<file path="src/rtl/tmr_pkg.sv">
// Shared types and register offsets for the dual-channel timer.
// Assumes a 32-bit data path and an 8-bit control word per channel.
package tmr_pkg;

    localparam int CTRL_W = 8;

    // Control word, MSB first: bit 7 run, 6 auto-reload, 5 irq enable,
    // 4 reserved, 3:2 step rate, 1:0 reserved.
    typedef struct packed {
        logic       run;
        logic       auto_reload;
        logic       irq_en;
        logic       rsv_hi;
        logic [1:0] rate;
        logic [1:0] rsv_lo;
    } tmr_ctrl_t;

    localparam logic [1:0] RATE_16  = 2'b01;
    localparam logic [1:0] RATE_256 = 2'b10;

    localparam logic [7:0] OFF_START  = 8'h00;
    localparam logic [7:0] OFF_COUNT  = 8'h04;
    localparam logic [7:0] OFF_CTRL   = 8'h08;
    localparam logic [7:0] OFF_CLEAR  = 8'h0C;
    localparam logic [7:0] OFF_STATUS = 8'h10;

    // Turn a written byte into a control word with the reserved bits cleared.
    function automatic tmr_ctrl_t ctrl_from_byte(input logic [CTRL_W-1:0] b);
        tmr_ctrl_t c;
        c        = tmr_ctrl_t'(b);
        c.rsv_hi = 1'b0;
        c.rsv_lo = 2'b00;
        return c;
    endfunction

endpackage

</file>
<file path="src/rtl/tmr_prescaler.sv">
// Step generator for one timer channel.
// A free-running phase counter is held at zero while the channel is idle
// or while its control register is being written. The step output pulses
// once per 1, 2**MID_LOG or 2**SLOW_LOG cycles, as the rate setting picks.
// Assumes MID_LOG < SLOW_LOG.
module tmr_prescaler
    import tmr_pkg::*;
#(
    parameter int MID_LOG  = 4,
    parameter int SLOW_LOG = 8
) (
    input  logic       clk,
    input  logic       rst_n,
    input  logic       run,
    input  logic       restart,
    input  logic [1:0] rate,
    output logic       step
);

    logic [SLOW_LOG-1:0] phase;

    // Advance the phase while running; restart it on idle or reconfiguration.
    always_ff @(posedge clk) begin
        if (!rst_n) begin
            phase <= '0;
        end else if (restart || !run) begin
            phase <= '0;
        end else begin
            phase <= phase + 1'b1;
        end
    end

    // Pulse on the last phase of the selected period; the reserved setting steps every cycle.
    always_comb begin
        case (rate)
            RATE_16:  step = run && (&phase[MID_LOG-1:0]);
            RATE_256: step = run && (&phase);
            default:  step = run;
        endcase
    end

endmodule

</file>
<file path="src/rtl/tmr_channel.sv">
// One down-counting timer channel: start value, live count, control word
// and raw expiry flag. Register writes take priority over counting.
// An expiry (a step from 1 to 0) sets the flag, and setting beats clearing.
module tmr_channel
    import tmr_pkg::*;
#(
    parameter int DATA_W   = 32,
    parameter int MID_LOG  = 4,
    parameter int SLOW_LOG = 8
) (
    input  logic              clk,
    input  logic              rst_n,
    input  logic              wr_start,
    input  logic              wr_count,
    input  logic              wr_ctrl,
    input  logic              wr_clear,
    input  logic [DATA_W-1:0] wdata,
    output logic [DATA_W-1:0] start_q,
    output logic [DATA_W-1:0] count_q,
    output tmr_ctrl_t         ctrl_q,
    output logic              raw_q
);

    logic step;
    logic at_one;
    logic at_zero;
    logic expire;

    tmr_prescaler #(
        .MID_LOG  (MID_LOG),
        .SLOW_LOG (SLOW_LOG)
    ) u_prescaler (
        .clk     (clk),
        .rst_n   (rst_n),
        .run     (ctrl_q.run),
        .restart (wr_ctrl),
        .rate    (ctrl_q.rate),
        .step    (step)
    );

    assign at_one  = (count_q == DATA_W'(1));
    assign at_zero = (count_q == '0);
    assign expire  = step && at_one && !wr_start && !wr_count;

    // Hold the start value written by software.
    always_ff @(posedge clk) begin
        if (!rst_n) begin
            start_q <= '0;
        end else if (wr_start) begin
            start_q <= wdata;
        end
    end

    // Hold the control word with its reserved bits cleared.
    always_ff @(posedge clk) begin
        if (!rst_n) begin
            ctrl_q <= '0;
        end else if (wr_ctrl) begin
            ctrl_q <= ctrl_from_byte(wdata[CTRL_W-1:0]);
        end
    end

    // Count down on each step; reload or park at zero when the count runs out.
    always_ff @(posedge clk) begin
        if (!rst_n) begin
            count_q <= '0;
        end else if (wr_start || wr_count) begin
            count_q <= wdata;
        end else if (step) begin
            if (at_one || at_zero) begin
                count_q <= ctrl_q.auto_reload ? start_q : '0;
            end else begin
                count_q <= count_q - 1'b1;
            end
        end
    end

    // Latch the expiry flag; a clear in the same cycle as an expiry loses.
    always_ff @(posedge clk) begin
        if (!rst_n) begin
            raw_q <= 1'b0;
        end else if (expire) begin
            raw_q <= 1'b1;
        end else if (wr_clear) begin
            raw_q <= 1'b0;
        end
    end

endmodule

</file>
<file path="src/rtl/dual_tick_timer.sv">
// Register-mapped timer with N_CH independent down-counting channels.
// Address bits above CH_SHIFT select the channel and the low bits select the register.
// Writes are qualified by bus_valid and bus_write. Read data is a
// combinational function of bus_addr. irq_out is the OR of the enabled flags.
module dual_tick_timer
    import tmr_pkg::*;
#(
    parameter int N_CH      = 2,
    parameter int ADDR_W    = 8,
    parameter int DATA_W    = 32,
    parameter int CH_STRIDE = 32,
    parameter int MID_LOG   = 4,
    parameter int SLOW_LOG  = 8
) (
    input  logic              clk,
    input  logic              rst_n,
    input  logic              bus_valid,
    input  logic              bus_write,
    input  logic [ADDR_W-1:0] bus_addr,
    input  logic [DATA_W-1:0] bus_wdata,
    output logic [DATA_W-1:0] bus_rdata,
    output logic              irq_out
);

    localparam int CH_SHIFT = $clog2(CH_STRIDE);
    localparam int SEL_W    = ADDR_W - CH_SHIFT;

    localparam logic [CH_SHIFT-1:0] O_START  = OFF_START[CH_SHIFT-1:0];
    localparam logic [CH_SHIFT-1:0] O_COUNT  = OFF_COUNT[CH_SHIFT-1:0];
    localparam logic [CH_SHIFT-1:0] O_CTRL   = OFF_CTRL[CH_SHIFT-1:0];
    localparam logic [CH_SHIFT-1:0] O_CLEAR  = OFF_CLEAR[CH_SHIFT-1:0];
    localparam logic [CH_SHIFT-1:0] O_STATUS = OFF_STATUS[CH_SHIFT-1:0];

    logic [SEL_W-1:0]    ch_sel;
    logic [CH_SHIFT-1:0] reg_off;
    logic                wr;

    logic [DATA_W-1:0] start_arr [N_CH];
    logic [DATA_W-1:0] cnt_arr   [N_CH];
    tmr_ctrl_t         ctrl_arr  [N_CH];
    logic [N_CH-1:0]   raw_vec;
    logic [N_CH-1:0]   ie_vec;
    logic [N_CH-1:0]   en_vec;

    assign ch_sel  = bus_addr[ADDR_W-1:CH_SHIFT];
    assign reg_off = bus_addr[CH_SHIFT-1:0];
    assign wr      = bus_valid && bus_write;

    for (genvar g = 0; g < N_CH; g++) begin : g_ch
        logic hit;
        assign hit = wr && (ch_sel == SEL_W'(g));

        tmr_channel #(
            .DATA_W   (DATA_W),
            .MID_LOG  (MID_LOG),
            .SLOW_LOG (SLOW_LOG)
        ) u_channel (
            .clk      (clk),
            .rst_n    (rst_n),
            .wr_start (hit && (reg_off == O_START)),
            .wr_count (hit && (reg_off == O_COUNT)),
            .wr_ctrl  (hit && (reg_off == O_CTRL)),
            .wr_clear (hit && (reg_off == O_CLEAR)),
            .wdata    (bus_wdata),
            .start_q  (start_arr[g]),
            .count_q  (cnt_arr[g]),
            .ctrl_q   (ctrl_arr[g]),
            .raw_q    (raw_vec[g])
        );

        assign ie_vec[g] = ctrl_arr[g].irq_en;
        assign en_vec[g] = ctrl_arr[g].run;
    end

    // Combined interrupt: any channel whose flag and enable are both set.
    assign irq_out = |(raw_vec & ie_vec);

    // Return the addressed register of the selected channel; anything else reads zero.
    always_comb begin
        bus_rdata = '0;
        for (int i = 0; i < N_CH; i++) begin
            if (ch_sel == SEL_W'(i)) begin
                case (reg_off)
                    O_START:  bus_rdata = start_arr[i];
                    O_COUNT:  bus_rdata = cnt_arr[i];
                    O_CTRL:   bus_rdata = {{(DATA_W-CTRL_W){1'b0}}, ctrl_arr[i]};
                    O_STATUS: bus_rdata = {{(DATA_W-2){1'b0}}, raw_vec[i] & ie_vec[i], raw_vec[i]};
                    default:  bus_rdata = '0;
                endcase
            end
        end
    end

endmodule

</file>
<file path="config.mk">
export PLATFORM = sky130hd
export DESIGN_NAME = dual_tick_timer
export DESIGN_NICKNAME = d
export VERILOG_FILES = /design/src/rtl/tmr_pkg.sv /design/src/rtl/tmr_prescaler.sv /design/src/rtl/tmr_channel.sv /design/src/rtl/dual_tick_timer.sv
export SDC_FILE = /design/constraint.sdc
export NUM_CORES = 1
export LEC_CHECK = 0
export BUFFER_PORTS_ARGS = -buffer_cell sky130_fd_sc_hd__buf_2
export CORE_ASPECT_RATIO = 0.7
export CORE_MARGIN = 2
export CORE_UTILIZATION = 46
export CTS_CLUSTER_DIAMETER = 50
export DETAILED_ROUTE_END_ITERATION = 8
export GPL_ROUTABILITY_DRIVEN = 1
export PLACE_DENSITY = 0.6
export SETUP_SLACK_MARGIN = 0.1
export SLEW_MARGIN = 25
export SYNTH_ARGS = -nofsm -noshare
export SYNTH_HDL_FRONTEND = slang
export SYNTH_HIERARCHICAL = 1
export SYNTH_SLANG_ARGS = --single-unit
</file>
<file path="constraint.sdc">
create_clock -name clk -period 3.95 [get_ports clk]
set_input_delay 0.395 -clock clk [delete_from_list [all_inputs] [get_ports clk]]
set_output_delay 0.395 -clock clk [all_outputs]
set_load 0.02 [all_outputs]
</file>
==> results of run 1 <==
==> per-layer routing <==
metal	GRT usage	vias to the layer above
li1	-	4424
met1	0.460	4595
met2	0.410	416
met3	0.0640	30
met4	0.0564	0
met5	0	-
==> power groups by stage <==
stage | Sequential (uW) | Clock (uW) | Combinational (uW)
6_report | 1580 | 1600 | 239
5_1_grt | 1580 | 1690 | 250
4_1_cts | 1580 | 1620 | 232
3_5_place_dp | 1610 | 0 | 231
3_3_place_gp | 1610 | 0 | 231
2_1_floorplan | 1610 | 0 | 141
==> cell usage after synthesis, types with 18 or more instances <==
cell / number
xor2_1: 19
clkbuf_1: 49
nand2_1: 57
nor2_1: 156
o22ai_1: 52
o21ai_0: 34
buf_2: 21
or3_1: 23
nor3_1: 35
a31oi_1: 28
xnor2_1: 30
mux2i_1: 140
nor3b_1: 25
nand3_1: 25
dfxtp_1: 156
a21oi_1: 71
nand4_1: 18
==> through the flow <==
stage | total power (uW) | instance area [um2] | setup slack, ns
floorplan | 1750 | 9770 | 1.05
global placement | 1840 | 10200 | 0.866
detailed placement | 1840 | 10200 | 0.848
CTS | 3430 | 10800 | 0.884
global route | 3520 | 10800 | 0.658
finish | 3410 | 10800 | 0.774
==> cells in the final DEF, fill, tap and decap left out, drive strengths merged, types with 7 or more instances in the layout <==
cell    synthesis  final
nor2          161    161
xnor2          30     30
mux2i         140    140
or3            23     23
a221o          11     11
a31oi          28     28
xor2           19     19
nand3          27     27
o22ai          54     54
nand4b          7      7
a311oi          9      9
buf            51    100
nand2          57     57
nand3b         12     12
ha              8      8
nor3b          25     25
o21ai          35     35
or4            13     13
and3            9      9
inv            18     21
dfxtp         156    156
nor4           20     20
nand4          18     18
a21oi          71     71
clkbuf         50     20
nor3           38     38
==> registers in the layout (all words and copies together) (netlist names) <==
| signal | count |
|---|---|
| g_ch.u_channel/start_q | 64 |
| g_ch.u_channel/u_prescaler/phase | 16 |
| g_ch.u_channel/count_q | 64 |
| g_ch.u_channel/ctrl_q | 10 |
| g_ch.u_channel/raw_q | 2 |
==> final cells by class <==
| cell class | instances | area [um2] | area share |
|---|---|---|---|
| clock buffer | 20 | 447 | 0.0414 |
| multi-input combinational | 917 | 6120 | 0.568 |
| clock inverter | 12 | 114 | 0.0106 |
| tap | 276 | 345 | 0.0320 |
| timing repair buffer | 100 | 563 | 0.0522 |
| sequential | 156 | 3120 | 0.290 |
| inverter | 18 | 67.6 | 0.00627 |
==> worst register-to-register path, cell delays in order (launching register included) <==
cell and delay [ns]:
dfxtp_1 0.38, nor4_1 0.69, and3_1 0.72, nand3_1 0.66, mux2_1 0.52, o22ai_1 0.12
==> cell families after synthesis <==
group	after synthesis
simple gates	441
compound gates	267
flops	156
mux	146
buf+inv	119
xor+xnor	49
fa+ha+maj	8
other cells	2
==> worst max path at each step <==
stage,to,cells past startpoint
floorplan,g_ch[1].u_channel/count_q[22],12
global placement,g_ch[1].u_channel/count_q[5],5
detailed placement,g_ch[1].u_channel/count_q[12],8
CTS,g_ch[1].u_channel/count_q[5],5
global route,g_ch[1].u_channel/count_q[5],5
finish,g_ch[1].u_channel/count_q[5],5
==> run metrics, run 1 <==
status finished, final reports clean; XOR/XNOR Fraction of Synth Area 0.0440; Crit path buffers/inverters 0; Cell Rows 44; adder and majority gate portion of the synthesized area 0.0103; Avg Cell Area, Syn 8.21 um2; GRT Overall Usage 0.294; metal1 wirelength 16100 um; initial antenna violation count 0; CTS H-tree depth 4; Internal Pwr Total 2540 uW; clk_lat worst skew 0.44 ns; Non-Filler Instances 1499; max layer used met4; Starting Density 0.470; CP peak stage delay 0.72 ns; drt pass-1 iters 5; Yosys cell types 80; total gr overflow 0; fin nets 1262; worst slew pin tran 0.910 ns; Die H 126 um; Leak 0.00396 uW; Final Hold Fails 0; DR WL/cell 22.0 um; worst r2r path cells 5; Worst path slowest cell and3_1; worst path required time 4.30 ns; share of cells above drive strength 1 0.137; postcts setup bufs 0; crit path launch g_ch[1].u_channel/count_q[26]; I/O pins 77; Max Cap Viol 0; met2 WL post-DR 13600 um; Fillers 2033; DRC 0; NetSw 876 uW; Setup CP Type register to register; #FFs+latches synth 156; met3 WL 3040 um; Synth top area share 0.320; Tcrit/Tclk final 0.804; Core Util, Final 0.519; Worst Path Arrival 3.52 ns; # clock sinks 156; Power Dens Cells 317 nW/um2; Synth Flop Type dfxtp_1; first-pass GRT wire length 50500 um; Slew headroom 0.393; Synth Area in Compound Gates 0.179; Hold Path Class input port to register; antenna-violating nets left 0; RSZ-0062 raised after global routing no; Comb power frac 0.070; number of synthesized flops with an enable pin 0; Root Buffer clkbuf_16; Worst-path clk slew 0.07 ns; clock buffer count from CTS 17; Area growth, synth to finish 10.5%; clock skew 0.0102 ns; fraction of registers with async set/reset 0; final RePlAce weighted congestion 0.940; area of the core 20800 um2; peak supply drop 0.286 mV; Net Sw Frac 0.257; Total Wirelength 33000 um; CTS Hold Bufs 0; Sequential Power Share 0.462; Hold Crit Depth 3; Seq/Total Area, Yosys 0.320; DP HPWL 23800 um; Final setup viols 0; Worst Setup End Kind register; Final Hold Slack 0.290 ns; post-synthesis mux area share 0.151; reg2reg end g_ch[1].u_channel/count_q[5]; Max clock buf depth 2; placed insts 1467; ant diodes 0; fin crit period 3.18 ns; number of global-route vias before repair 8374; Clock Power Share 0.468; Max Transition Viols Final 0; vias 9465; IO Port Bufs 76; largest family of logic cells by synthesized area simple AND/OR/NAND/NOR gates; TritonCTS clock tree done; largest net degree at the start of global routing 52; top post-synthesis cells by area dfxtp_1, mux2i_1, nor2_1, a21oi_1, o22ai_1; Post-Synthesis Cells 1188; crit-path leading delay family simple AND/OR/NAND/NOR gates; R2R Setup Slk 0.77 ns; Synth area leader dfxtp_1; die width 178 um; Hold Startpoint bus_wdata[15]; Setup Total Neg Slack 0 ns; Hold Path End g_ch[1].u_channel/count_q[15]; Worst Setup Start Kind register; Max FO, Critical Path 17; critical-path cell list nor4_1, and3_1, nand3_1, mux2_1, o22ai_1; initial detailed-routing violation count 1115; reg-to-reg startpoint g_ch[1].u_channel/count_q[26]; post-cts resize count 0; Via density 6.31; Synth Area in Simple Gates 0.239; die area 22400 um2; Yosys warnings 6; Peak Freq 0.315 GHz; post-synthesis cell area 9750 um2
Power figures use the tool's default switching activity.
==> run 2, diff against run 1 <==
PLACE_DENSITY = 0.62   (was 0.6)
clock period = 2.8 ns   (was 3.95 ns; I/O delays follow)
==> run metrics, run 2 (synthesis results as in run 1) <==
Area growth, synth to finish 14.5%; Max Cap Viol 0; peak supply drop 0.431 mV; reg2reg end g_ch[1].u_channel/count_q[13]; I/O pins 77; critical-path cell list or4_4, nor4_2, buf_4, and3_1, a31oi_1, a221oi_1; fin crit period 2.53 ns; Hold Crit Depth 3; Fillers 2002; CTS Hold Bufs 0; final RePlAce weighted congestion 0.943; Tcrit/Tclk final 0.905; total gr overflow 0; pre-CTS setup slack 0.206 ns; DRC 0; TritonCTS clock tree done; first-pass GRT wire length 51900 um; clk_lat worst skew 0.44 ns; GRT Overall Usage 0.301; # clock sinks 156; Max Transition Viols Final 0; Hold Startpoint bus_wdata[15]; post-cts resize count 0; DP HPWL 24500 um; Worst Setup End Kind register; antenna-violating nets left 0; drt pass-1 iters 6; postcts setup bufs 0; Setup CP Type register to register; Worst path slowest cell or4_4; ant diodes 0; Max FO, Critical Path 12; Hold Path Class input port to register; largest net degree at the start of global routing 67; share of cells above drive strength 1 0.169; most frequent cells in the layout dfxtp_1, nor2_1, mux2i_1; Final Hold Fails 0; Setup Total Neg Slack 0 ns; R2R Setup Slk 0.27 ns; Via density 6.27; DR WL/cell 21.8 um; Worst Setup Start Kind register; vias 9661; number of global-route vias before repair 8932; reg-to-reg startpoint g_ch[1].u_channel/count_q[3]; placed insts 1509; status finished, final reports clean; top flop regs g_ch.u_channel/count_q x64, g_ch.u_channel/start_q x64, g_ch.u_channel/u_prescaler/phase x16; Power Dens Cells 452 nW/um2; Total Wirelength 33500 um; Hold Path End g_ch[1].u_channel/count_q[15]; Root Buffer clkbuf_16; clock buffer count from CTS 17; area of the core 20800 um2; area of the multi-input gates 6120 um2; Max clock buf depth 2; Worst Path Arrival 2.87 ns; initial detailed-routing violation count 1315; Starting Density 0.470; IO Port Bufs 76; Peak Freq 0.395 GHz; Slew headroom 0.492; Leak 0.00420 uW; clock skew 0.00821 ns; Worst-path clk slew 0.06 ns; worst slew pin tran 0.762 ns; initial antenna violation count 0; die width 178 um; worst path required time 3.13 ns; final worst slack 0.266 ns; RSZ-0062 raised after global routing no; most common cell after layout, fill and taps aside dfxtp_1; Cell Rows 44; fin nets 1304; worst r2r path cells 6; Final setup viols 0; CTS H-tree depth 4; die area 22400 um2; final instance area 11200 um2; CP peak stage delay 0.65 ns; Die H 126 um; Non-Filler Instances 1540; register area 3120 um2; Placed Area 10500 um2; total power 5050 uW
run 2: cell count changes in the layout (fill, tap and decap cells not counted), sizes merged:
| cell | change |
|---|---|
| bufinv | +2 |
| clkinv | -1 |
| inv | -1 |
| clkbuf | -1 |
| buf | +42 |
run 2: layout make-up:
cell class / instances / share of cell area
clock buffer: 19 / 0.0406
timing repair buffer: 142 / 0.0798
multi-input combinational: 917 / 0.548
sequential: 156 / 0.280
tap: 276 / 0.0309
clock inverter: 12 / 0.0147
inverter: 18 / 0.00605
run 2: routing by layer:
metal,vias up,track usage,wire length [um]
li1,4507,-,-
met1,4641,0.450,15700
met2,455,0.421,13700
met3,58,0.0815,3430
met4,0,0.0805,637
met5,-,0,0
run 2: stage by stage:
step	utilization	hold slack (ns)
2_1_floorplan	-	0.420
3_3_place_gp	0.508	0.444
3_5_place_dp	0.508	0.454
4_1_cts	0.538	0.158
5_1_grt	0.538	0.179
6_report	0.538	0.185
run 2: worst max-delay path by stage:
stage / start / end / slack [ns] / cells after the start
floorplan: bus_addr[4] / g_ch[0].u_channel/count_q[17] / 0.14 / 12
global placement: bus_addr[1] / g_ch[1].u_channel/count_q[29] / 0.26 / 8
detailed placement: bus_addr[1] / g_ch[1].u_channel/count_q[21] / 0.21 / 8
CTS: g_ch[1].u_channel/u_prescaler/phase[0] / g_ch[1].u_channel/count_q[10] / 0.24 / 9
global route: g_ch[0].u_channel/count_q[0] / g_ch[0].u_channel/count_q[30] / 0.11 / 9
finish: g_ch[1].u_channel/count_q[3] / g_ch[1].u_channel/count_q[13] / 0.27 / 6
run 2: report_power, final:
part           switching, uW  internal, uW
sequential              3.32          2220
combinational            231           113
clock                   1020          1450
total                   1260          3790
run 2: critical path: cells and delay by family, from the launching register on:
kind | cells | cell delay (ns)
AOI/OAI and AO/OA | 2 | 0.46
buffers and inverters | 1 | 0.25
DFF | 1 | 0.37
and+or+nand+nor | 3 | 1.35
==> run 3, diff against run 2 <==
--- a/config.mk
+++ b/config.mk
@@ -14,2 +14,3 @@
 export GPL_ROUTABILITY_DRIVEN = 1
+export MAX_ROUTING_LAYER = met4
 export PLACE_DENSITY = 0.62
==> constraint.sdc (replaced) <==
create_clock -name clk -period 2.8 [get_ports clk]
set_input_delay 0.7 -clock clk [delete_from_list [all_inputs] [get_ports clk]]
set_output_delay 0.7 -clock clk [all_outputs]
set_load 0.02 [all_outputs]
==> run metrics, run 3 (synthesis results as in run 1) <==
status finished, final reports clean; TritonCTS clock tree done; total gr overflow 0; DR WL/cell 22.5 um; clk_lat worst skew 0.44 ns; number of global-route vias before repair 8871; DP HPWL 24700 um; Worst Setup Start Kind input port; # clock sinks 156; first-pass GRT wire length 52800 um; IO Port Bufs 76; clock skew 0.0150 ns; Die H 126 um; Clock Power Share 0.506; Internal Pwr Total 4070 uW; final RePlAce weighted congestion 0.978; Max FO, Critical Path 13; worst slew pin tran 0.676 ns; vias 9992; Final setup viols 0; Worst Path Arrival 2.08 ns; die width 178 um; Tcrit/Tclk final 0.992; largest net degree at the start of global routing 64; most frequent cells in the layout dfxtp_1, nor2_1, mux2i_1; Final Hold Fails 0; Setup CP Type input port to output pin; top flop regs g_ch.u_channel/count_q x64, g_ch.u_channel/start_q x64, g_ch.u_channel/u_prescaler/phase x16; Cell Rows 44; Leak 0.00448 uW; clock buffer count from CTS 17; placed insts 1539; initial antenna violation count 0; antenna-violating nets left 0; DRC 0; Hold Crit Depth 1; Slew headroom 0.545; fin crit period 2.78 ns; pre-CTS setup slack 0.0118 ns; Max Transition Viols Final 0; initial detailed-routing violation count 1049; Sequential Power Share 0.418; fin nets 1342; peak supply drop 0.428 mV; Setup Total Neg Slack 0 ns; Starting Density 0.470; ant diodes 0; Power Dens Cells 432 nW/um2; Worst Setup End Kind output pin; Max clock buf depth 2; most common cell after layout, fill and taps aside dfxtp_1; die area 22400 um2; Area growth, synth to finish 26.1%; final worst slack 0.0211 ns; NetSw 1250 uW; share of cells above drive strength 1 0.230; Total Wirelength 35600 um; worst r2r path cells 6; area of the core 20800 um2; Hold Path Class register to register; CTS H-tree depth 4; Non-Filler Instances 1579; Comb power frac 0.075; Peak Freq 0.360 GHz; Via density 6.33; Net Sw Frac 0.235; RSZ-0062 raised after global routing yes; I/O pins 77; drt pass-1 iters 6; Max Cap Viol 0; Root Buffer clkbuf_16; worst path required time 2.10 ns; GRT Overall Usage 0.316; Worst-path clk slew 0.06 ns
run 3: changes by cell type in the layout (fill, tap and decap cells not counted), moves of 4 or more:
cell,delta
buf_12,+9
buf_2,-30
buf_4,+32
buf_6,+20
clkbuf_1,+4
mux2i_1,-17
mux2i_2,+13
mux2i_4,+4
nor2_1,-5
o22ai_1,-19
o22ai_2,+5
o22ai_4,+14
run 3: worst paths after layout:
check	start	endpoint	slack [ns]
worst max-delay path	bus_addr[1]	bus_rdata[6]	0.02
worst min-delay path	g_ch[0].u_channel/u_prescaler/phase[0]	g_ch[0].u_channel/u_prescaler/phase[0]	0.46
worst max register to register	g_ch[0].u_channel/count_q[12]	g_ch[0].u_channel/count_q[25]	0.21
worst min register to register	g_ch[0].u_channel/u_prescaler/phase[0]	g_ch[0].u_channel/u_prescaler/phase[0]	0.46
run 3: critical path, cell delays in order:
cell	delay, ns
buf_2	0.15
buf_4	0.15
nor3_2	0.19
and3b_2	0.25
buf_12	0.14
a21oi_1	0.07
o22ai_1	0.23
buf_4	0.19
run 3: layout make-up:
class | instances | area, um2
multi-input cells | 918 | 6570
inverters | 18 | 67.6
well taps | 276 | 345
fillers | 1819 | 8460
clock inverters | 10 | 213
clock buffers | 22 | 454
flip-flops and latches | 156 | 3120
repair buffers | 179 | 1520
run 3: metrics by stage:
stage	power [uW]	hold slack, ns	instance area [um2]	util
final	5320	0.462	12300	0.592
after global routing	5430	0.491	12300	0.592
after CTS	5310	0.467	11800	0.567
after detailed placement	2630	0.452	11000	0.529
after global placement	2630	0.445	11000	0.529
after floorplan	2470	0.430	9920	-
run 3: power groups by stage:
stage / clock (uW) / combinational (uW) / sequential [uW]
CTS: 2710 / 374 / 2220
detailed placement: 0 / 359 / 2270
global placement: 0 / 359 / 2270
floorplan: 0 / 201 / 2270
global route: 2790 / 415 / 2220
finish: 2690 / 401 / 2220
run 3: what timing repair did:
item                       CTS  global route
hold buffers                 0             0
pin swaps                    3            16
setup buffers                2             1
cloned                       2             3
setup endpoints to repair   32            34
resized for setup           16           106
run 3: metal layers:
layer | track usage | vias to the layer above | share of wire
met5 | - | - | 0
met4 | 0.0791 | 0 | 0.016
met3 | 0.0936 | 51 | 0.099
met2 | 0.419 | 500 | 0.42
met1 | 0.463 | 4847 | 0.46
li1 | - | 4594 | -
